--- src/rtl/spi_byte_master.sv ---
module spi_byte_master #(
  parameter int CNT_W = 7
) (
  input  logic       clk,
  input  logic       rst_n,
  input  logic [1:0] addr,
  input  logic       wr_en,
  input  logic       rd_en,
  input  logic [7:0] wdata,
  output logic [7:0] rdata,
  input  logic       gie,
  input  logic       irq_ack,
  output logic       irq,
  output logic       sck,
  output logic       mosi,
  input  logic       miso,
  input  logic       ss_n
);
  localparam logic [1:0] A_CTRL = 2'd0;
  localparam logic [1:0] A_STAT = 2'd1;
  localparam logic [1:0] A_DATA = 2'd2;
  localparam logic [7:0] CTRL_MASK = 8'hDB;
  localparam int EDGES = 16;

  logic [7:0]       ctrl;
  logic             dbl;
  logic             spif, wcol, arm_f, arm_w;
  logic             busy;
  logic [CNT_W-1:0] half_m1, half_sel, dcnt;
  logic [3:0]       ecnt;
  logic [7:0]       txsh, rxsh, rxbuf;

  wire ctl_ie  = ctrl[7];
  wire ctl_en  = ctrl[6];
  wire ctl_ms  = ctrl[4];
  wire ctl_ssc = ctrl[3];
  wire run_cfg = ctl_en & ctl_ms;

  wire [7:0] ctrl_nxt = (wr_en && addr == A_CTRL) ? (wdata & CTRL_MASK) : ctrl;
  wire run_ok  = ctrl_nxt[6] & ctrl_nxt[4];
  wire fault   = run_cfg & ctl_ssc & ~ss_n;
  wire dat_wr  = wr_en && addr == A_DATA;
  wire dat_acc = (wr_en || rd_en) && addr == A_DATA;
  wire st_rd   = rd_en && addr == A_STAT;
  wire tick    = busy && dcnt == half_m1;
  wire last    = tick && ecnt == 4'(EDGES - 1);
  wire start   = dat_wr && !busy && run_cfg && !fault;
  wire collide = dat_wr && busy;
  wire done    = last && run_ok && !fault;

  always_comb begin
    case ({dbl, ctrl[1:0]})
      3'b000:  half_sel = CNT_W'(1);
      3'b001:  half_sel = CNT_W'(7);
      3'b010:  half_sel = CNT_W'(31);
      3'b011:  half_sel = CNT_W'(63);
      3'b100:  half_sel = CNT_W'(0);
      3'b101:  half_sel = CNT_W'(3);
      3'b110:  half_sel = CNT_W'(15);
      default: half_sel = CNT_W'(31);
    endcase
  end

  always_ff @(posedge clk) begin
    if (!rst_n) begin
      busy    <= 1'b0;
      sck     <= 1'b0;
      dcnt    <= '0;
      ecnt    <= '0;
      half_m1 <= '0;
      txsh    <= '0;
      rxsh    <= '0;
      rxbuf   <= '0;
    end else if (fault || !run_ok) begin
      busy <= 1'b0;
      sck  <= 1'b0;
    end else if (start) begin
      busy    <= 1'b1;
      sck     <= 1'b0;
      dcnt    <= '0;
      ecnt    <= '0;
      half_m1 <= half_sel;
      txsh    <= wdata;
    end else if (tick) begin
      dcnt <= '0;
      sck  <= ~sck;
      ecnt <= ecnt + 4'd1;
      if (sck) txsh <= {txsh[6:0], 1'b0};
      else     rxsh <= {rxsh[6:0], miso};
      if (last) begin
        busy  <= 1'b0;
        rxbuf <= rxsh;
      end
    end else if (busy) begin
      dcnt <= dcnt + CNT_W'(1);
    end
  end

  always_ff @(posedge clk) begin
    if (!rst_n) begin
      ctrl  <= '0;
      dbl   <= 1'b0;
      spif  <= 1'b0;
      wcol  <= 1'b0;
      arm_f <= 1'b0;
      arm_w <= 1'b0;
    end else begin
      ctrl <= ctrl_nxt;
      if (wr_en && addr == A_STAT) dbl <= wdata[0];

      if (done || fault)                   spif <= 1'b1;
      else if (irq_ack)                    spif <= 1'b0;
      else if (dat_acc && (arm_f || arm_w)) spif <= 1'b0;

      if (collide)               wcol <= 1'b1;
      else if (dat_acc && arm_w) wcol <= 1'b0;

      if (dat_acc) begin
        arm_f <= 1'b0;
        arm_w <= 1'b0;
      end else if (st_rd) begin
        if (spif) arm_f <= 1'b1;
        if (wcol) arm_w <= 1'b1;
      end
    end
  end

  assign mosi = busy & txsh[7];
  assign irq  = spif & ctl_ie & gie;

  always_comb begin
    case (addr)
      A_CTRL:  rdata = ctrl;
      A_STAT:  rdata = {spif, wcol, 5'b0, dbl};
      A_DATA:  rdata = rxbuf;
      default: rdata = 8'h00;
    endcase
  end
endmodule

--- config.mk ---
export PLATFORM = sky130hd
export DESIGN_NAME = spi_byte_master
export DESIGN_NICKNAME = d
export VERILOG_FILES = /design/src/rtl/spi_byte_master.sv
export SDC_FILE = /design/constraint.sdc
export NUM_CORES = 1
export LEC_CHECK = 0
export ABC_AREA = 1
export BUFFER_PORTS_ARGS = -buffer_cell sky130_fd_sc_hd__buf_2
export CORE_MARGIN = 2
export CORE_UTILIZATION = 53
export CTS_CLUSTER_DIAMETER = 150
export DETAILED_ROUTE_END_ITERATION = 7
export GPL_ROUTABILITY_DRIVEN = 0
export GPL_TIMING_DRIVEN = 1
export PLACE_DENSITY_LB_ADDON = 0.2
export SYNTH_ARGS = -nofsm -noshare
export SYNTH_HDL_FRONTEND = slang
export SYNTH_SLANG_ARGS = --single-unit
--- constraint.sdc ---
create_clock -name clk -period 1.6 [get_ports clk]
set_clock_uncertainty 0.2 [all_clocks]
set_input_delay 0.08 -clock clk [delete_from_list [all_inputs] [get_ports clk]]
set_output_delay 0.08 -clock clk [all_outputs]
set_load 0.005 [all_outputs]
# --- After elaboration in Yosys (flattened, before gate mapping) ---
# Index checks and enable logic that the tools add are counted.
classes:
  n_mux: 19
  reduce_logical: 42
  n_bitwise: 12
  add_sub_neg: 2
  n_eq_ne: 9
op_table:
  columns: ["cell", "count"]
  rows:
  - ["$pmux 6 s6", 1]
  - ["$mux 7", 4]
  - ["$mux 8", 3]
  - ["$pmux 8 s3", 1]
  - ["$logic_and 1x1->1", 15]
  - ["$reduce_and 2->1", 6]
  - ["$eq 3x3->1 const B", 3]
  - ["$mux 1", 8]
  - ["$mux 4", 2]
  - ["$reduce_and 4->1", 2]
  - ["$reduce_bool 2->1", 4]
  - ["$add 7x1->7 const B", 1]
  - ["$and 1x1->1", 7]
  - ["$eq 7x7->1", 1]
  - ["$reduce_bool 3->1", 2]
  - ["$not 1->1", 5]
  - ["$add 4x1->4 const B", 1]
  - ["$eq 4x4->1 const B", 1]
  - ["$logic_or 1x1->1", 4]
  - ["$reduce_or 2->1", 2]
  - ["$eq 3x1->1 const B", 1]
  - ["$eq 3x2->1 const B", 1]
  - ["$logic_not 1->1", 3]
  - ["$logic_not 3->1", 1]
  - ["5 further kinds", 5]
word_totals:
  out_inout_bits: 11
  regBits: 55
  input_bits: 18

# --- Longest topological paths before layout ---
# Gate-level depths: netlist of the first run.
depth:
  ltp_word: 8
  mapped_depth: 12
  mapped_depth_nobuf: 11

# --- Least setup slack after synthesis of the first run ---
# Ideal clock, no wire load.
synth_path:
  kind: "reg-to-reg"
  startpoint: "register dcnt[4]"
  endpoint: "register ecnt[0]"
  t_required_ns: 1.268
  path_slack_ns: -0.054
  t_arrival_ns: 1.322
  path_stages_with_launch: 12
  setup_ns: 0.132
  cell_sequence: "dfxtp_1 > buf_2 > inv_1 > nand2_1 > nand2_1 > nor2_1 > nand3_2 > nand2_1 > buf_2 > nand2_1 > nand2_1 > a21oi_1"
synth_between:
  elab_chain_cells: 4
synth_rtl:
  columns: ["item", "line_no", "rtl"]
  rows:
  - ["start, declared", "29", "logic [CNT_W-1:0] half_m1, half_sel, dcnt;"]
  - ["start signal, assigned", "95", "dcnt <= dcnt + CNT_W'(1);"]
  - ["$eq 7x7->1", "45", "wire tick = busy && dcnt == half_m1;"]
  - ["$logic_and 1x1->1", "45", null]
  - ["$reduce_bool 2->1 (no source line)", null, null]
  - ["$reduce_and 2->1 (no source line)", null, null]
  - ["end signal, assigned", "87", "ecnt <= ecnt + 4'd1;"]
  - ["end, declared", "30", "logic [3:0] ecnt;"]
# No other way between the ends.
# A chain may end at the register's enable or synchronous reset.

# --- Final worst setup path of the first run ---
layout_path:
  startpoint: "register half_m1[0]"
  endpoint: "register rxsh[0]"
layout_between:
  elab_chain_cells: 3
layout_rtl:
  columns: ["item", "line_no", "rtl"]
  rows:
  - ["start, declared", "29", null]
  - ["start signal, assigned", "82", "half_m1 <= half_sel;"]
  - ["$eq 7x7->1", "45", null]
  - ["$logic_and 1x1->1", "45", null]
  - ["$reduce_and 4->1 (no source line)", null, null]
  - ["end signal, assigned", "89", "else rxsh <= {rxsh[6:0], miso};"]
  - ["end, declared", "31", "logic [7:0] txsh, rxsh, rxbuf;"]
# No other way between the ends.

==> qor.yml, run 1 <==
synthesis:
  syn-cell-area_um2: 2860
  ys_warn_count: 0
  yosys-top-cells-area: "dfxtp_1 38%, nand2_1 16%, nor2_1 9.3%"
  syn_area_per_cell_um2: 6.44
  synth_top_area_share_pct: 37.8
  synth_seq_area_share_pct: 37.8
  ys_types: 30
  synth_top_area_cell: "dfxtp_1"
  synth_nets: 464
  synth-seq-cells: 54
  synthCells: 444
power:
  p_seq_share_pct: 53.8
  irDropWorstVdd_uv: 515
  p_per_area_nw_per_um2: 630
  power.internal_mw: 1.91
  pwr-share-clk_pct: 38.8
  swShare_pct: 24.4
  combPwrFrac_pct: 7.4
  p_leak_nw: 1.76
  switchingPower_mw: 0.615
  finalPower_mw: 2.52
global_route:
  grt_pass1_vias: 2856
  grt_pass1_wl_um: 12500
  met3_usage_pct: 3.84
  antenna_found_initial: 0
  met2_usage_pct: 44.9
  gr-usage-met1_pct: 32.3
  top_usage_layer: "met2"
  overflow: 0
  grt_max_degree: 38
  track_usage_pct: 26.1
route:
  routedWlPerCell_um: 14.2
  drc: 0
  first_pass_iters: 5
  vias: 3183
  drt-vias-per-instance: 5.26
  postRouteAntennaNets: 0
  drt_iter0_markers: 250
  routed_wl_um: 8600
setup_path:
  worst_ep_arrival_time_ps: 1830
  critical_path_required_ps: 1670
  path_class: "flop to flop"
  cp_max_fo: 8
  end_kind: "flop"
  cp-start-kind: "flop"
timing:
  fmax_mhz: 567
  fin_ws_ps: -162
  worstMarginPinSlew_ps: 629
  whs_ps: 11.9
  tns_ps: -4040
  max-slew-margin-rel_pct: 58.1
  setup_viol: 40
  period_minus_slack_ps: 1760
  grt_setup_unrepaired: "true"
  drv_slew: 0
  hold_viol: 0
  min_period_over_period_pct: 110
clock_tree:
  cts_num_sinks: 54
  clk_root_buffer_cell: "clkbuf_8"
  clk_latency_ps: 320
  htree_levels: 2
  cts_inserted_buffers: 5
  cts.clk_slew.worst_paths_ps: 100
  cts.path.max_buffers: 2
  cts_tree: "built"
floorplan:
  dieArea_um2: 6000
  fp-row-count: 26
  fp.dieH_um: 77.4
  core_um2: 5170
  initial_core_util_pct: 55.3
  ios: 29
  dieWidth_um: 77.4
cells_and_area:
  instances_no_fill: 605
  nets: 554
  layout-drive-gt1-share_pct: 31.4
  utilization_pct: 77.5
  n_antenna_cell: 0
  syn_to_final_growth_pct: 40.1
  fin_area_um2: 4010
placement:
  hpwl_um: 4960
  portBuffers: 28
  place_area_um2: 3320
  dp.cells: 567
  pre_cts_slack_ps: -178
run_status:
  status: "finished with violations"
  violations: "setup timing"
min_path:
  min_path_type: "primary input to flop"
job:
  max_cap_viol_count: 0
state kept, by name (all words and copies together), names as in the netlist, 4 cells and up:
name	count
rxbuf	8
txsh	8
rxsh	8
half_m1	6
dcnt	7
ctrl	6
ecnt	4
cell families (layout without fill, tap and decap cells):
family / count (synthesis) / count (layout) / synth area share (%)
compound gates: 54 / 54 / 10.1
simple gates: 253 / 254 / 38.6
xor+xnor: 6 / 6 / 1.84
flops: 54 / 54 / 37.8
fa+ha+maj: 2 / 2 / 0.875
buf+inv: 75 / 165 / 10.7
what timing repair did:
action / CTS / global route
buffers inserted: 6 / 6
pin swaps: 15 / 31
endpoints found under the setup margin: 39 / 44
cloned: 1 / 1
hold buffers: 16 / 0
endpoints found under the hold margin: 16 / 0
resized for setup: 41 / 49
routing by layer:
| metal | vias up | share of wire, % |
|---|---|---|
| li1 | 1567 | - |
| met1 | 1470 | 41 |
| met2 | 121 | 51 |
| met3 | 25 | 5.0 |
| met4 | 0 | 3.2 |
| met5 | - | 0 |
final timing paths:
| path | start | slack [ps] | to | cells past startpoint |
|---|---|---|---|---|
| hold / removal | wdata[6] | 10 | txsh[6]$_SDFFE_PN0P_ | 7 |
| setup / recovery | half_m1[0]$_SDFFE_PN0P_ | -160 | rxsh[0]$_SDFFE_PN0P_ | 10 |
| setup reg to reg | half_m1[0]$_SDFFE_PN0P_ | -160 | rxsh[0]$_SDFFE_PN0P_ | 10 |
| hold reg to reg | rxsh[7]$_SDFFE_PN0P_ | 270 | rxsh[7]$_SDFFE_PN0P_ | 2 |
cell usage in the layout (no fill, tap or decap), drive strengths merged:
cell type	instances
buf	79
dlygate4sd3	16
nor2	81
o211ai	1
dfxtp	54
clkbuf	6
inv	61
a21oi	28
clkinv	2
nand3b	2
o21ai	19
a31oi	1
ha	2
bufinv	1
xnor2	1
o221ai	2
o22ai	1
a22o	1
nand3	45
nor3	3
xor2	5
nand2	123
a211oi	1
cell type report:
cell class              count  area [µm²]
multi-input cells         316        1680
well taps                  70        87.6
repair buffers             96         783
clock buffers               5        68.8
flip-flops and latches     54        1100
fillers                   334        1170
inverters                  61         236
clock inverters             3        47.5
cells in the mapped netlist:
library cell and n:
inv_2 4, clkinv_2 1, o21ai_0 19, dfxtp_1 54, buf_4 3, a21oi_1 28, nand2_1 121, a22o_1 1
xnor2_1 1, nand3_1 42, buf_6 1, a31oi_1 1, xor2_1 5, nor2_2 3, buf_2 4, nor2_4 6
o211ai_1 1, inv_1 56, nand2_2 2, buf_1 1, clkbuf_1 5, a211oi_1 1, nand3_2 1, o22ai_1 1
ha_1 2, o221ai_1 2, nand3_4 2, nor3_1 3, nor2_1 71, nand3b_1 2
worst max-delay path: stages (launching register included):
cell and delay, ps:
dfxtp_2 380, inv_1 50, nand2_1 90, nand2_1 70
nor2_2 150, nand2_2 100, nor2_4 180, nand2_2 90
nor2_4 210, nor2_1 70, nor2_1 110
power groups by stage:
| stage | logic, mW | registers, mW | clock network (mW) |
|---|---|---|---|
| finish | 0.188 | 1.36 | 0.978 |
| detailed placement | 0.136 | 1.39 | 0 |
| global route | 0.203 | 1.36 | 1.01 |
| floorplan | 0.0762 | 1.39 | 0 |
| global placement | 0.136 | 1.39 | 0 |
| CTS | 0.167 | 1.36 | 0.983 |
Power figures use the tool's default switching activity.
==> run 2: changes to the inputs <==
--- a/config.mk
+++ b/config.mk
@@ -13,7 +13,8 @@
 export DETAILED_ROUTE_END_ITERATION = 7
 export GPL_ROUTABILITY_DRIVEN = 0
 export GPL_TIMING_DRIVEN = 1
-export PLACE_DENSITY_LB_ADDON = 0.2
+export HOLD_SLACK_MARGIN = 0.03
+export PLACE_DENSITY_LB_ADDON = 0.12
 export SYNTH_ARGS = -nofsm -noshare
 export SYNTH_HDL_FRONTEND = slang
 export SYNTH_SLANG_ARGS = --single-unit
==> qor.yml, run 2 (synthesis gave the netlist of run 1 again) <==
route:
  first_pass_iters: 5
  drt_iter0_markers: 269
  routedWlPerCell_um: 14.0
  drt-vias-per-instance: 5.28
  postRouteAntennaNets: 0
  drc: 0
  vias: 3187
  routed_wl_um: 8450
timing:
  min_period_over_period_pct: 107
  whs_ps: 32.0
  period_minus_slack_ps: 1710
  setup_viol: 36
  fmax_mhz: 584
  fin_ws_ps: -113
  drv_slew: 0
  tns_ps: -2230
  hold_viol: 0
  worstMarginPinSlew_ps: 603
  max-slew-margin-rel_pct: 59.7
  grt_setup_unrepaired: "true"
power:
  p_leak_nw: 1.79
  irDropWorstVdd_uv: 526
  p_per_area_nw_per_um2: 597
  finalPower_mw: 2.48
placement:
  portBuffers: 28
  place_area_um2: 3340
  hpwl_um: 4970
  pre_cts_slack_ps: -170
setup_path:
  cp-start-kind: "flop"
  slowest_delay_ps: 380
  end_kind: "flop"
  path_cells: "nand2_4 > nor2_4 > inv_2 > nand3_4 > buf_12 > nor2_4 > clkbuf_16 > nand3b_1 > nand2_1 > nor2_1"
  worst_ep_arrival_time_ps: 1740
  cp_max_fo: 8
  worst_path_max_delay_cell: "dfxtp_4"
  path_class: "flop to flop"
  cp_top_family: "simple AND/OR/NAND/NOR gates"
  cp_common_cell: "nor2_4"
  critical_path_required_ps: 1620
  path_buf_inv: 3
floorplan:
  initial_core_util_pct: 55.3
  dieWidth_um: 77.4
  fp-row-count: 26
  ios: 29
  fp.dieH_um: 77.4
  dieArea_um2: 6000
  core_um2: 5170
cells_and_area:
  nets: 553
  nFillCells: 335
  syn_to_final_growth_pct: 45.3
  layout_common_cells: "94 x nand2_1, 61 x nor2_1, 45 x inv_1"
  final_common_cell: "nand2_1"
  fin_area_um2: 4150
  layout-drive-gt1-share_pct: 38.0
  reg.largest.list: "rxbuf (8), rxsh (8), txsh (8)"
  n_antenna_cell: 0
global_route:
  overflow: 0
  antenna_found_initial: 0
  grt_pass1_vias: 2889
  grt_max_degree: 38
  grt_pass1_wl_um: 12800
  track_usage_pct: 26.1
clock_tree:
  clk_root_buffer_cell: "clkbuf_8"
  cts_num_sinks: 54
  cts.clk_slew.worst_paths_ps: 100
  clk_latency_ps: 320
  cts_inserted_buffers: 5
  cts_tree: "built"
  htree_levels: 2
  cts.path.max_buffers: 2
run_status:
  status: "finished with violations"
  violations: "setup timing"
job:
  max_cap_viol_count: 0
min_path:
  min_path_type: "primary input to flop"
-- run 2: changes by cell type in the layout (fill, tap and decap cells not counted), moves of 4 or more --
| cell | previous run | this run |
|---|---|---|
| dfxtp_4 | 0 | 4 |
| nand2_1 | 101 | 94 |
| dfxtp_1 | 40 | 36 |
| nand3_2 | 7 | 22 |
| nand3_1 | 35 | 19 |
| nand2_2 | 15 | 23 |
| inv_2 | 6 | 13 |
| o21ai_1 | 5 | 1 |
| inv_1 | 53 | 45 |
-- run 2: layout make-up --
cell class	count	area, µm²	share of cell area, %
sequential	54	1110	26.8
clock buffer	5	68.8	1.66
inverter	61	239	5.75
multi-input combinational	316	1810	43.5
clock inverter	3	40.0	0.964
tap	70	87.6	2.11
timing repair buffer	95	800	19.2
-- run 2: path summary, 6_finish.rpt --
path,startpoint,end,slack (ps),cells after the start
max,ctrl[4]$_SDFF_PN0_,rxsh[0]$_SDFFE_PN0P_,-110,10
min,wr_en,dbl$_SDFFE_PN0P_,30,4
max reg2reg,ctrl[4]$_SDFF_PN0_,rxsh[0]$_SDFFE_PN0P_,-110,10
min reg2reg,rxsh[6]$_SDFFE_PN0P_,rxsh[6]$_SDFFE_PN0P_,280,2
-- run 2: what timing repair did --
item                                   in CTS  in global routing
gates cloned                                2                  1
setup endpoints to repair                  39                 40
hold buffers                               17                  0
endpoints found under the hold margin      17                  0
pin swaps                                  14                 33
gates resized for setup                    55                 76
buffers inserted                            3                  7
-- run 2: stage by stage --
| stage | utilization, % | cells |
|---|---|---|
| floorplan | - | 444 |
| global placement | 64.5 | 568 |
| detailed placement | 64.5 | 568 |
| CTS | 74.1 | 598 |
| global route | 80.3 | 604 |
| finish | 80.3 | 604 |
-- run 2: metal layers --
metal,track usage (%),routed length (µm)
met1,33.6,3710
met2,45.6,4080
met3,4.19,429
met4,6.96,232
met5,0,0
-- run 2: worst reg2reg max path, stage by stage (launching register included) --
cell       delay, ps
dfxtp_4          380
nand2_4          100
nor2_4            50
inv_2             70
nand3_4          130
buf_12           160
nor2_4           160
clkbuf_16        180
nand3b_1          90
nand2_1           70
nor2_1            40
-- run 2: power breakdown --
group	leakage (nW)	total (mW)	switching [mW]	internal, mW
registers	0.446	1.35	0.00728	1.35
clock network	0.0579	0.931	0.469	0.462
logic	1.29	0.194	0.104	0.0900
total	1.79	2.48	0.581	1.90
